$ cat src/rtl/xlat_pkg.sv
package xlat_pkg;
  typedef enum logic [1:0] {
    ST_IDLE = 2'd0,
    ST_REQ  = 2'd1,
    ST_WAIT = 2'd2,
    ST_FIN  = 2'd3
  } walk_st_e;

  localparam logic [1:0] PG_4K = 2'd0;
  localparam logic [1:0] PG_2M = 2'd1;
  localparam logic [1:0] PG_1G = 2'd2;

  localparam logic [1:0] FLT_NONE  = 2'd0;
  localparam logic [1:0] FLT_CANON = 2'd1;
  localparam logic [1:0] FLT_NP    = 2'd2;

  localparam int unsigned BIT_PRESENT = 0;
  localparam int unsigned BIT_LARGE   = 7;
endpackage

$ cat src/rtl/xlat_canon.sv
module xlat_canon #(
  parameter int unsigned VA_W      = 64,
  parameter int unsigned MSB_SHORT = 47,
  parameter int unsigned MSB_LONG  = 56
) (
  input  logic [VA_W-1:MSB_SHORT] va_hi,
  input  logic                    long_mode,
  output logic                    canon_ok
);
  localparam int unsigned SHORT_W = VA_W - MSB_SHORT;
  localparam int unsigned LONG_W  = VA_W - MSB_LONG;

  logic [SHORT_W-1:0] top_short;
  logic [LONG_W-1:0]  top_long;
  logic               ok_short;
  logic               ok_long;

  assign top_short = va_hi[VA_W-1:MSB_SHORT];
  assign top_long  = va_hi[VA_W-1:MSB_LONG];
  assign ok_short  = (&top_short) | ~(|top_short);
  assign ok_long   = (&top_long) | ~(|top_long);
  assign canon_ok  = long_mode ? ok_long : ok_short;
endmodule

$ cat src/rtl/xlat_idx_sel.sv
module xlat_idx_sel #(
  parameter int unsigned PA_W  = 52,
  parameter int unsigned IDX_W = 9,
  parameter int unsigned OFF_W = 12,
  parameter int unsigned ENT_B = 8,
  parameter int unsigned N_LVL = 5,
  parameter int unsigned LVL_W = 3
) (
  input  logic [IDX_W*N_LVL-1:0] va_idx,
  input  logic [LVL_W-1:0]       level,
  input  logic [PA_W-OFF_W-1:0]  tbl_base,
  output logic [PA_W-1:0]        ent_addr
);
  localparam int unsigned ENT_SH = $clog2(ENT_B);

  logic [IDX_W-1:0] idx_arr [N_LVL];
  logic [IDX_W-1:0] idx_sel;

  for (genvar g = 0; g < N_LVL; g++) begin : g_lvl
    assign idx_arr[g] = va_idx[IDX_W*g +: IDX_W];
  end

  always_comb begin
    idx_sel = '0;
    for (int i = 0; i < N_LVL; i++) begin
      if (level == LVL_W'(i + 1)) idx_sel = idx_arr[i];
    end
  end

  assign ent_addr = {tbl_base, {OFF_W{1'b0}}} + (PA_W'(idx_sel) << ENT_SH);
endmodule

$ cat src/rtl/xlat_pa_merge.sv
module xlat_pa_merge #(
  parameter int unsigned PA_W  = 52,
  parameter int unsigned IDX_W = 9,
  parameter int unsigned OFF_W = 12
) (
  input  logic [PA_W-1:0] frame,
  input  logic [PA_W-1:0] va_lo,
  input  logic [1:0]      size,
  output logic [PA_W-1:0] pa
);
  import xlat_pkg::*;

  localparam int unsigned OFF_2M = OFF_W + IDX_W;
  localparam int unsigned OFF_1G = OFF_W + 2 * IDX_W;

  logic [PA_W-1:0] keep_lo;

  always_comb begin
    case (size)
      PG_2M:   keep_lo = (PA_W'(1) << OFF_2M) - PA_W'(1);
      PG_1G:   keep_lo = (PA_W'(1) << OFF_1G) - PA_W'(1);
      default: keep_lo = (PA_W'(1) << OFF_W) - PA_W'(1);
    endcase
  end

  assign pa = (frame & ~keep_lo) | (va_lo & keep_lo);
endmodule

$ cat src/rtl/xlat_walker.sv
module xlat_walker
  import xlat_pkg::*;
#(
  parameter int unsigned VA_W      = 64,
  parameter int unsigned PA_W      = 52,
  parameter int unsigned ENT_W     = 64,
  parameter int unsigned IDX_W     = 9,
  parameter int unsigned OFF_W     = 12,
  parameter int unsigned N_LVL     = 5,
  parameter int unsigned LVL_W     = 3,
  parameter int unsigned MSB_SHORT = 47,
  parameter int unsigned MSB_LONG  = 56
) (
  input  logic             clk,
  input  logic             rst_n,
  input  logic             start_i,
  input  logic             mode5_i,
  input  logic [VA_W-1:0]  vaddr_i,
  input  logic [PA_W-1:0]  root_i,
  output logic             mem_req_valid_o,
  input  logic             mem_req_ready_i,
  output logic [PA_W-1:0]  mem_req_addr_o,
  input  logic             mem_rsp_valid_i,
  input  logic [ENT_W-1:0] mem_rsp_data_i,
  output logic             busy_o,
  output logic             done_o,
  output logic [PA_W-1:0]  paddr_o,
  output logic [1:0]       psize_o,
  output logic [1:0]       fault_o,
  output logic [LVL_W-1:0] fault_lvl_o
);
  localparam int unsigned FRM_W   = PA_W - OFF_W;
  localparam int unsigned IDX_TOP = OFF_W + IDX_W * N_LVL;
  localparam logic [LVL_W-1:0] LV_TOP_LONG  = LVL_W'(N_LVL);
  localparam logic [LVL_W-1:0] LV_TOP_SHORT = LVL_W'(N_LVL - 1);
  localparam logic [LVL_W-1:0] LV_1G = LVL_W'(3);
  localparam logic [LVL_W-1:0] LV_2M = LVL_W'(2);
  localparam logic [LVL_W-1:0] LV_PT = LVL_W'(1);

  walk_st_e         st_q;
  logic [LVL_W-1:0] lvl_q;
  logic [FRM_W-1:0] base_q;
  logic [VA_W-1:0]  va_q;
  logic [PA_W-1:0]  pa_q;
  logic [1:0]       psz_q;
  logic [1:0]       flt_q;
  logic [LVL_W-1:0] flvl_q;

  logic             canon_ok;
  logic [PA_W-1:0]  ent_addr;
  logic [PA_W-1:0]  leaf_pa;
  logic             ent_present;
  logic             ent_large;
  logic             leaf_1g;
  logic             leaf_2m;
  logic             is_leaf;
  logic [1:0]       leaf_size;
  logic             unused_bits;

  xlat_canon #(
    .VA_W(VA_W), .MSB_SHORT(MSB_SHORT), .MSB_LONG(MSB_LONG)
  ) u_canon (
    .va_hi     (vaddr_i[VA_W-1:MSB_SHORT]),
    .long_mode (mode5_i),
    .canon_ok  (canon_ok)
  );

  xlat_idx_sel #(
    .PA_W(PA_W), .IDX_W(IDX_W), .OFF_W(OFF_W), .ENT_B(ENT_W / 8),
    .N_LVL(N_LVL), .LVL_W(LVL_W)
  ) u_idx (
    .va_idx   (va_q[IDX_TOP-1:OFF_W]),
    .level    (lvl_q),
    .tbl_base (base_q),
    .ent_addr (ent_addr)
  );

  assign ent_present = mem_rsp_data_i[BIT_PRESENT];
  assign ent_large   = mem_rsp_data_i[BIT_LARGE];
  assign leaf_1g     = (lvl_q == LV_1G) && ent_large;
  assign leaf_2m     = (lvl_q == LV_2M) && ent_large;
  assign is_leaf     = (lvl_q == LV_PT) || leaf_1g || leaf_2m;
  assign leaf_size   = leaf_1g ? PG_1G : (leaf_2m ? PG_2M : PG_4K);

  xlat_pa_merge #(
    .PA_W(PA_W), .IDX_W(IDX_W), .OFF_W(OFF_W)
  ) u_merge (
    .frame (mem_rsp_data_i[PA_W-1:0]),
    .va_lo (va_q[PA_W-1:0]),
    .size  (leaf_size),
    .pa    (leaf_pa)
  );

  always_ff @(posedge clk) begin
    if (!rst_n) begin
      st_q   <= ST_IDLE;
      lvl_q  <= '0;
      base_q <= '0;
      va_q   <= '0;
      pa_q   <= '0;
      psz_q  <= PG_4K;
      flt_q  <= FLT_NONE;
      flvl_q <= '0;
    end else begin
      case (st_q)
        ST_IDLE: begin
          if (start_i) begin
            va_q <= vaddr_i;
            if (!canon_ok) begin
              pa_q   <= '0;
              psz_q  <= PG_4K;
              flt_q  <= FLT_CANON;
              flvl_q <= '0;
              st_q   <= ST_FIN;
            end else begin
              lvl_q  <= mode5_i ? LV_TOP_LONG : LV_TOP_SHORT;
              base_q <= root_i[PA_W-1:OFF_W];
              st_q   <= ST_REQ;
            end
          end
        end
        ST_REQ: begin
          if (mem_req_ready_i) st_q <= ST_WAIT;
        end
        ST_WAIT: begin
          if (mem_rsp_valid_i) begin
            if (!ent_present) begin
              pa_q   <= '0;
              psz_q  <= PG_4K;
              flt_q  <= FLT_NP;
              flvl_q <= lvl_q;
              st_q   <= ST_FIN;
            end else if (is_leaf) begin
              pa_q   <= leaf_pa;
              psz_q  <= leaf_size;
              flt_q  <= FLT_NONE;
              flvl_q <= '0;
              st_q   <= ST_FIN;
            end else begin
              base_q <= mem_rsp_data_i[PA_W-1:OFF_W];
              lvl_q  <= lvl_q - LVL_W'(1);
              st_q   <= ST_REQ;
            end
          end
        end
        ST_FIN:  st_q <= ST_IDLE;
        default: st_q <= ST_IDLE;
      endcase
    end
  end

  assign mem_req_valid_o = (st_q == ST_REQ);
  assign mem_req_addr_o  = ent_addr;
  assign busy_o          = (st_q != ST_IDLE);
  assign done_o          = (st_q == ST_FIN);
  assign paddr_o         = pa_q;
  assign psize_o         = psz_q;
  assign fault_o         = flt_q;
  assign fault_lvl_o     = flvl_q;

  assign unused_bits = ^{mem_rsp_data_i[ENT_W-1:PA_W], root_i[OFF_W-1:0],
                         va_q[VA_W-1:IDX_TOP]};
endmodule

$ cat config.mk
export PLATFORM = sky130hd
export DESIGN_NAME = xlat_walker
export DESIGN_NICKNAME = d
export VERILOG_FILES = /design/src/rtl/xlat_pkg.sv /design/src/rtl/xlat_canon.sv /design/src/rtl/xlat_idx_sel.sv /design/src/rtl/xlat_pa_merge.sv /design/src/rtl/xlat_walker.sv
export SDC_FILE = /design/constraint.sdc
export NUM_CORES = 1
export LEC_CHECK = 0
export BUFFER_PORTS_ARGS = -buffer_cell sky130_fd_sc_hd__buf_2
export CAP_MARGIN = 20
export CORE_UTILIZATION = 35
export DETAILED_ROUTE_END_ITERATION = 10
export GPL_ROUTABILITY_DRIVEN = 0
export PLACE_DENSITY = 0.69
export SLEW_MARGIN = 40
export SYNTH_ARGS = -nofsm -noshare
export SYNTH_HDL_FRONTEND = slang
export SYNTH_SLANG_ARGS = --single-unit
export TNS_END_PERCENT = 20
$ cat constraint.sdc
create_clock -name clk -period 2.6 [get_ports clk]
set_input_delay 0.13 -clock clk [delete_from_list [all_inputs] [get_ports clk]]
set_output_delay 0.13 -clock clk [all_outputs]
set_load 0.005 [all_outputs]
After elaboration in Yosys (flattened, before gate mapping)
Cells that the tools add are included.
{"block": "totals", "register_bits": 161, "input_bits": 186, "output_inout_bits": 114, "wordCells": 104}
{"block": "op_classes", "add_sub_neg": 2, "n_eq_ne": 18, "muxes": 53, "n_bitwise": 8, "n_reduce_logical": 15}
{"cell": "52-bit two-way mux", "n": 5}
{"cell": "40-bit two-way mux", "n": 5}
{"cell": "52-bit one-hot mux with 2 select lines", "n": 1}
{"cell": "40-bit one-hot mux with 2 select lines", "n": 1}
{"cell": "30-bit one-hot mux with 2 select lines", "n": 1}
{"cell": "52-bit by 12-bit adder with 52-bit output", "n": 1}
{"cell": "52-bit by 30-bit AND with 52-bit output", "n": 1}
{"cell": "52-bit AND", "n": 1}
{"cell": "30-bit NOT with 52-bit output", "n": 1}
{"cell": "52-bit OR", "n": 1}
{"cell": "9-bit two-way mux", "n": 5}
{"cell": "2-bit two-way mux", "n": 17}
{"cell": "3-bit two-way mux", "n": 10}
{"cell": "17-bit AND reduction", "n": 1}
{"cell": "17-bit OR reduction", "n": 1}
{"cell": "2-bit inequality test, second input constant", "n": 6}
{"cell": "3-bit one-hot mux with 2 select lines", "n": 2}
{"cell": "2-bit one-hot mux with 2 select lines", "n": 2}
{"cell": "2-bit one-hot mux with 4 select lines", "n": 1}
{"cell": "8-bit AND reduction", "n": 1}
{"cell": "8-bit OR reduction", "n": 1}
{"cell": "2-bit == test, second input constant", "n": 3}
{"cell": "3-bit by 2-bit == test with 1-bit output, second input constant", "n": 2}
{"cell": "3-bit == test, second input constant", "n": 2}
{"cell": "16 further kinds", "n": 24}

Longest topological paths before layout
{"block": "depth", "word_depth": 13, "ltp_mapped": 12, "mapped_depth_nobuf": 8}

Cells and area by module
Synthesis repeated with hierarchy kept, for this count alone.
{"block": "hier_totals", "hier_cells": 836, "area_unflattened_um2": 7464.7}
{"mod": "xlat_walker", "instances": 1, "cells_per_inst": 666, "area_each_um2": 6025.8, "seq_area_each_um2": 3223.1}
{"mod": "xlat_idx_sel", "instances": 1, "cells_per_inst": 97, "area_each_um2": 784.5, "seq_area_each_um2": 0.0}
{"mod": "xlat_pa_merge", "instances": 1, "cells_per_inst": 56, "area_each_um2": 564.3, "seq_area_each_um2": 0.0}
{"mod": "xlat_canon", "instances": 1, "cells_per_inst": 17, "area_each_um2": 90.1, "seq_area_each_um2": 0.0}

Worst setup path before layout
No wires, ideal clock.
{"block": "synth_path", "kind": "register -> register", "start": "register lvl_q[1]", "end": "register base_q[0]", "setup_ns": 0.091, "t_arrival_ns": 2.005, "t_required_ns": 2.509, "setup_slack_ns": 0.504, "stages_incl_launch_ff": 12, "n_path_buf": 3, "synth_period_minus_slack_ns": 2.096, "cell_sequence": "dfxtp_1 inv_1 ha_1 buf_2 inv_1 a21oi_1 o21ai_1 nor2b_1 buf_2 clkbuf_1 a21oi_1 a311oi_1"}
{"block": "synth_between", "elab_chain_cells": 6, "word_cells_on_any_way": 9, "classes_between": "eq/ne: 4; reduce/logical: 5"}
{"element": "start, declared", "line": "xlat_walker.sv:41", "source": "logic [LVL_W-1:0] lvl_q;"}
{"element": "start signal, assigned", "line": "xlat_walker.sv:116", "source": "lvl_q <= mode5_i ? LV_TOP_LONG : LV_TOP_SHORT;"}
{"element": "start signal, assigned", "line": "xlat_walker.sv:141", "source": "lvl_q <= lvl_q - LVL_W'(1);"}
{"element": "3-bit by 2-bit == test with 1-bit output", "line": "xlat_walker.sv:80", "source": "assign leaf_1g = (lvl_q == LV_1G) && ent_large;"}
{"element": "1-bit logical AND", "line": "xlat_walker.sv:80"}
{"element": "1-bit logical OR", "line": "xlat_walker.sv:82", "source": "assign is_leaf = (lvl_q == LV_PT) || leaf_1g || leaf_2m;"}
{"element": "1-bit logical OR *", "line": "xlat_walker.sv:82"}
{"element": "2-bit inequality test (no source line) *"}
{"element": "6-bit AND reduction (no source line) *"}
{"element": "end signal, assigned", "line": "xlat_walker.sv:117", "source": "base_q <= root_i[PA_W-1:OFF_W];"}
{"element": "end signal, assigned", "line": "xlat_walker.sv:140", "source": "base_q <= mem_rsp_data_i[PA_W-1:OFF_W];"}
{"element": "end, declared", "line": "xlat_walker.sv:42", "source": "logic [FRM_W-1:0] base_q;"}
Mark *: on every way between the ends. The rest lies on a longest branch, timed or not.
A chain may end at the register's enable or synchronous reset.

Worst setup path after layout
{"block": "layout_path", "start": "input vaddr_i[47]", "end": "register base_q[8]"}
{"block": "layout_between", "elab_chain_cells": 6, "word_cells_on_any_way": 7, "classes_between": "eq/ne: 1; mux: 1; bitwise: 2; reduce/logical: 3"}
{"element": "start, declared", "line": "xlat_walker.sv:18", "source": "input logic [VA_W-1:0] vaddr_i,"}
{"element": "17-bit OR reduction", "line": "xlat_canon.sv:20", "source": "assign ok_short = (&top_short) | ~(|top_short);"}
{"element": "1-bit NOT", "line": "xlat_canon.sv:20"}
{"element": "1-bit OR *", "line": "xlat_canon.sv:20"}
{"element": "1-bit two-way mux *", "line": "xlat_canon.sv:22", "source": "assign canon_ok = long_mode ? ok_long : ok_short;"}
{"element": "2-bit inequality test (no source line) *"}
{"element": "6-bit AND reduction (no source line) *"}
Marks and branches as above.

==> impl_metrics.csv <==
group,metric,value,unit
global_route,grt_max_degree,103,
hold_path,worstHoldPathType,"in -> reg",
synth,yosysTopAreaCellShare,44.91,%
route,vias_per_cell,5.094,
route,wl_per_cell,16.47,µm
die,fp.dieH,145.2,µm
sta,clock_skew,0.009002,ns
critical_path,path_delay_family,"buffers and inverters",
sta,final_hold_viol_count,0,
critical_path,start_kind,"input port",
synth,synth_ff_type,"dfxtp_1",
critical_path,reg2regPathDepth,9,
sta,max_freq,0.4217,GHz
run,drv_cap,0,
clock_network,cts_made_buffers,17,
critical_path,crit_chain,"dlygate4sd3_1 -> buf_2 -> or4_1 -> nor4_1 -> a32oi_1 -> nand3_2 -> buf_6 -> a21oi_1 -> a311oi_1",
die,placementRows,52,
critical_path,worstPathRequired,2.92,ns
route,drc,0,
critical_path,endpoint_kind,"flop",
clock_network,cts_tree,"yes",
place,port_buffers,262,
synth,ys_top_cells_by_area,"dfxtp_1 45%, nand2_1 17%, a21oi_1 9.0%, mux2i_1 8.4%, a311oi_1 5.0%",
final_layout,drive_gt1_share,27.21,%
die,die_w,145.2,µm
final_layout,multi_input_area,0.003633,mm²
critical_path,r2r_end,"base_q[8]",
route,wirelength,25.52,mm
synth,yosys.area.top_type,"dfxtp_1",
global_route,grtUsageTotal,23.97,%
pwr,p_leak,4.690,nW
critical_path,cpPeakStageDelay,0.56,ns
global_route,gr-total-overflow,0,
sta,fin_tns_setup,0,ns
synth,yosys_warnings,0,
sta,rsz0062_at_grt,"no",
synth,synth_area,0.007177,mm²
route,ant_nets,0,
hold_path,hp-start,"mem_rsp_data_i[14]",
sta,period_minus_slack,2.372,ns
pwr,vdd_drop_max,0.4125,mV
critical_path,worstSetupPathType,"in -> reg",
sta,setup_viol,0,
synth,synth_cells,906,
die,start_util,35.58,%
clock_network,cts_buffer_depth,2,
hold_path,whs_path_depth,3,
clock_network,root_buffer,"clkbuf_16",
critical_path,crit_path_max_fanout,43,
clock_network,cts_sinks,161,
synth,synthDistinctLibCells,38,
final_layout,final_util,52.95,%
critical_path,r2r_start,"lvl_q[0]",
sta,finalCritPeriodShare,91.22,%
synth,synth_edf_count,0,
die,coreArea,0.02017,mm²
sta,drv_slew,0,
sta,hold_ws,0.01859,ns
place,dp_cells,1381,
clock_network,clk_pin_slew,0.06,ns
clock_network,htree_num_levels,4,
place,hpwl,15.79,mm
pwr,powerDensity,643.2,mW/mm²
sta,relSlewSlack,44.57,%
route,drt_iter0_drc,438,
global_route,antenna_found_initial,1,
final_layout,nets,1457,
synth,ys_ff_latch,161,
route,drt_pass1_iterations,5,
global_route,grt_pass1_vias,7655,
sta,tightestPinTransition,0.8314,ns
synth,syn_area_per_cell,7.922,µm²
synth,ys_async_sr_fraction,0,%
clock_network,clk-insertion-delay-late,0.42,ns
synth,yosysMostFrequentCell,"nand2_1",
hold_path,whs_endpoint,"base_q[2]",
final_layout,area_growth,48.80,%
global_route,grt_first_pass_wirelength,39.89,mm
die,ios,300,
synth,seq_area_frac_synth,44.91,%
critical_path,path_depth,9,
route,dr_total_vias,7895,
run_status,status,"complete, no violations",
final_layout,nFillCells,1859,
final_layout,final_cells,1550,
final_layout,seqCellArea,0.003223,mm²
critical_path,slowest_stage,"dlygate4sd3_1",
critical_path,cp.arrival,2.69,ns
critical_path,regToRegSetupSlack,0.23,ns
die,dieArea,0.02108,mm²
critical_path,critPathBufInv,3,
synth,synthTopCellsByCount,"319 x nand2_1, 161 x dfxtp_1, 129 x a21oi_1",
-- metrics by stage --
stage	total power [W]	setup WS [ns]	cell area, µm²
5_1_grt	0.007182	0.03358	10680
3_3_place_gp	0.004246	0.1694	8733
3_5_place_dp	0.004268	0.06749	8737
4_1_cts	0.006883	0.01654	10640
6_report	0.006868	0.2284	10680
2_1_floorplan	0.003689	0.5038	7184
-- kinds of logic after synthesis --
| group | Yosys count | share of synthesized area (%) |
|---|---|---|
| compound gates | 191 | 16.20 |
| simple gates | 384 | 21.57 |
| fa+ha+maj | 5 | 0.8717 |
| flops | 161 | 44.91 |
| buf+inv | 86 | 5.213 |
| other cells | 1 | 0.05225 |
| mux | 78 | 11.19 |
-- tightest hold or removal path: stages --
cell	delay (ns)
buf_2	0.13
nand2_1	0.06
a311oi_1	0.07
-- report_power, final --
part           leakage [nW]  internal, W  switching (W)
Sequential             1.31      0.00267       0.000123
Clock                 0.277      0.00138        0.00107
Combinational          3.10     0.000719       0.000907
Total                  4.69      0.00477        0.00210
-- placed cells by master (no fill, tap or decap), types with 4 or more instances in the layout --
master / synthesis / final
a211oi_1: 9 / 9
a21oi_1: 129 / 129
a311oi_1: 41 / 41
and3_1: 11 / 11
buf_12: 0 / 4
buf_2: 17 / 262
buf_4: 4 / 17
clkbuf_16: 0 / 17
clkinv_4: 0 / 5
dfxtp_1: 161 / 161
dlygate4sd3_1: 0 / 132
ha_1: 5 / 5
inv_1: 7 / 6
mux2_2: 18 / 18
mux2i_1: 60 / 60
nand2_1: 319 / 318
nand3_1: 5 / 4
nor2_1: 25 / 24
-- registers in the layout, summed over array words and instances, names as in the netlist --
register and cells:
fault_lvl_o 3, fault_o 2, paddr_o 52, va_q 57, st_q 2, lvl_q 3
psize_o 2, base_q 40
-- how the worst max path moves through the flow --
stage | from | endpoint | slack (ns)
after floorplan | lvl_q[1] | base_q[0] | 0.50
after global placement | lvl_q[0] | paddr_o[45] | 0.17
after detailed placement | lvl_q[0] | paddr_o[45] | 0.07
after CTS | vaddr_i[49] | paddr_o[45] | 0.02
after global routing | lvl_q[1] | mem_req_addr_o[7] | 0.03
final | vaddr_i[47] | base_q[8] | 0.23
-- timing repair --
| item | CTS | global route |
|---|---|---|
| gates resized for setup | 0 | 2 |
| buffers inserted | 0 | 4 |
| hold endpoints to repair | 120 | 0 |
| hold buffers | 132 | 0 |
| endpoints found under the setup margin | 0 | 28 |
-- area by class of cell --
class / count / share of cell area (%)
Inverter: 7 / 0.2578
Tap cell: 270 / 3.163
Clock buffer: 19 / 4.241
Timing Repair Buffer: 418 / 26.91
Antenna cell: 1 / 0.02343
Clock inverter: 13 / 1.195
Sequential cell: 161 / 30.18
Multi-Input combinational cell: 661 / 34.02
-- metal layers --
layer	wire (µm)	global-route usage (%)	vias up
li1	-	-	3811
met1	10900	28.98	3681
met2	12010	39.54	336
met3	1548	5.409	67
met4	1062	12.84	0
met5	0	0	-
(Power assumes the default switching activity.)
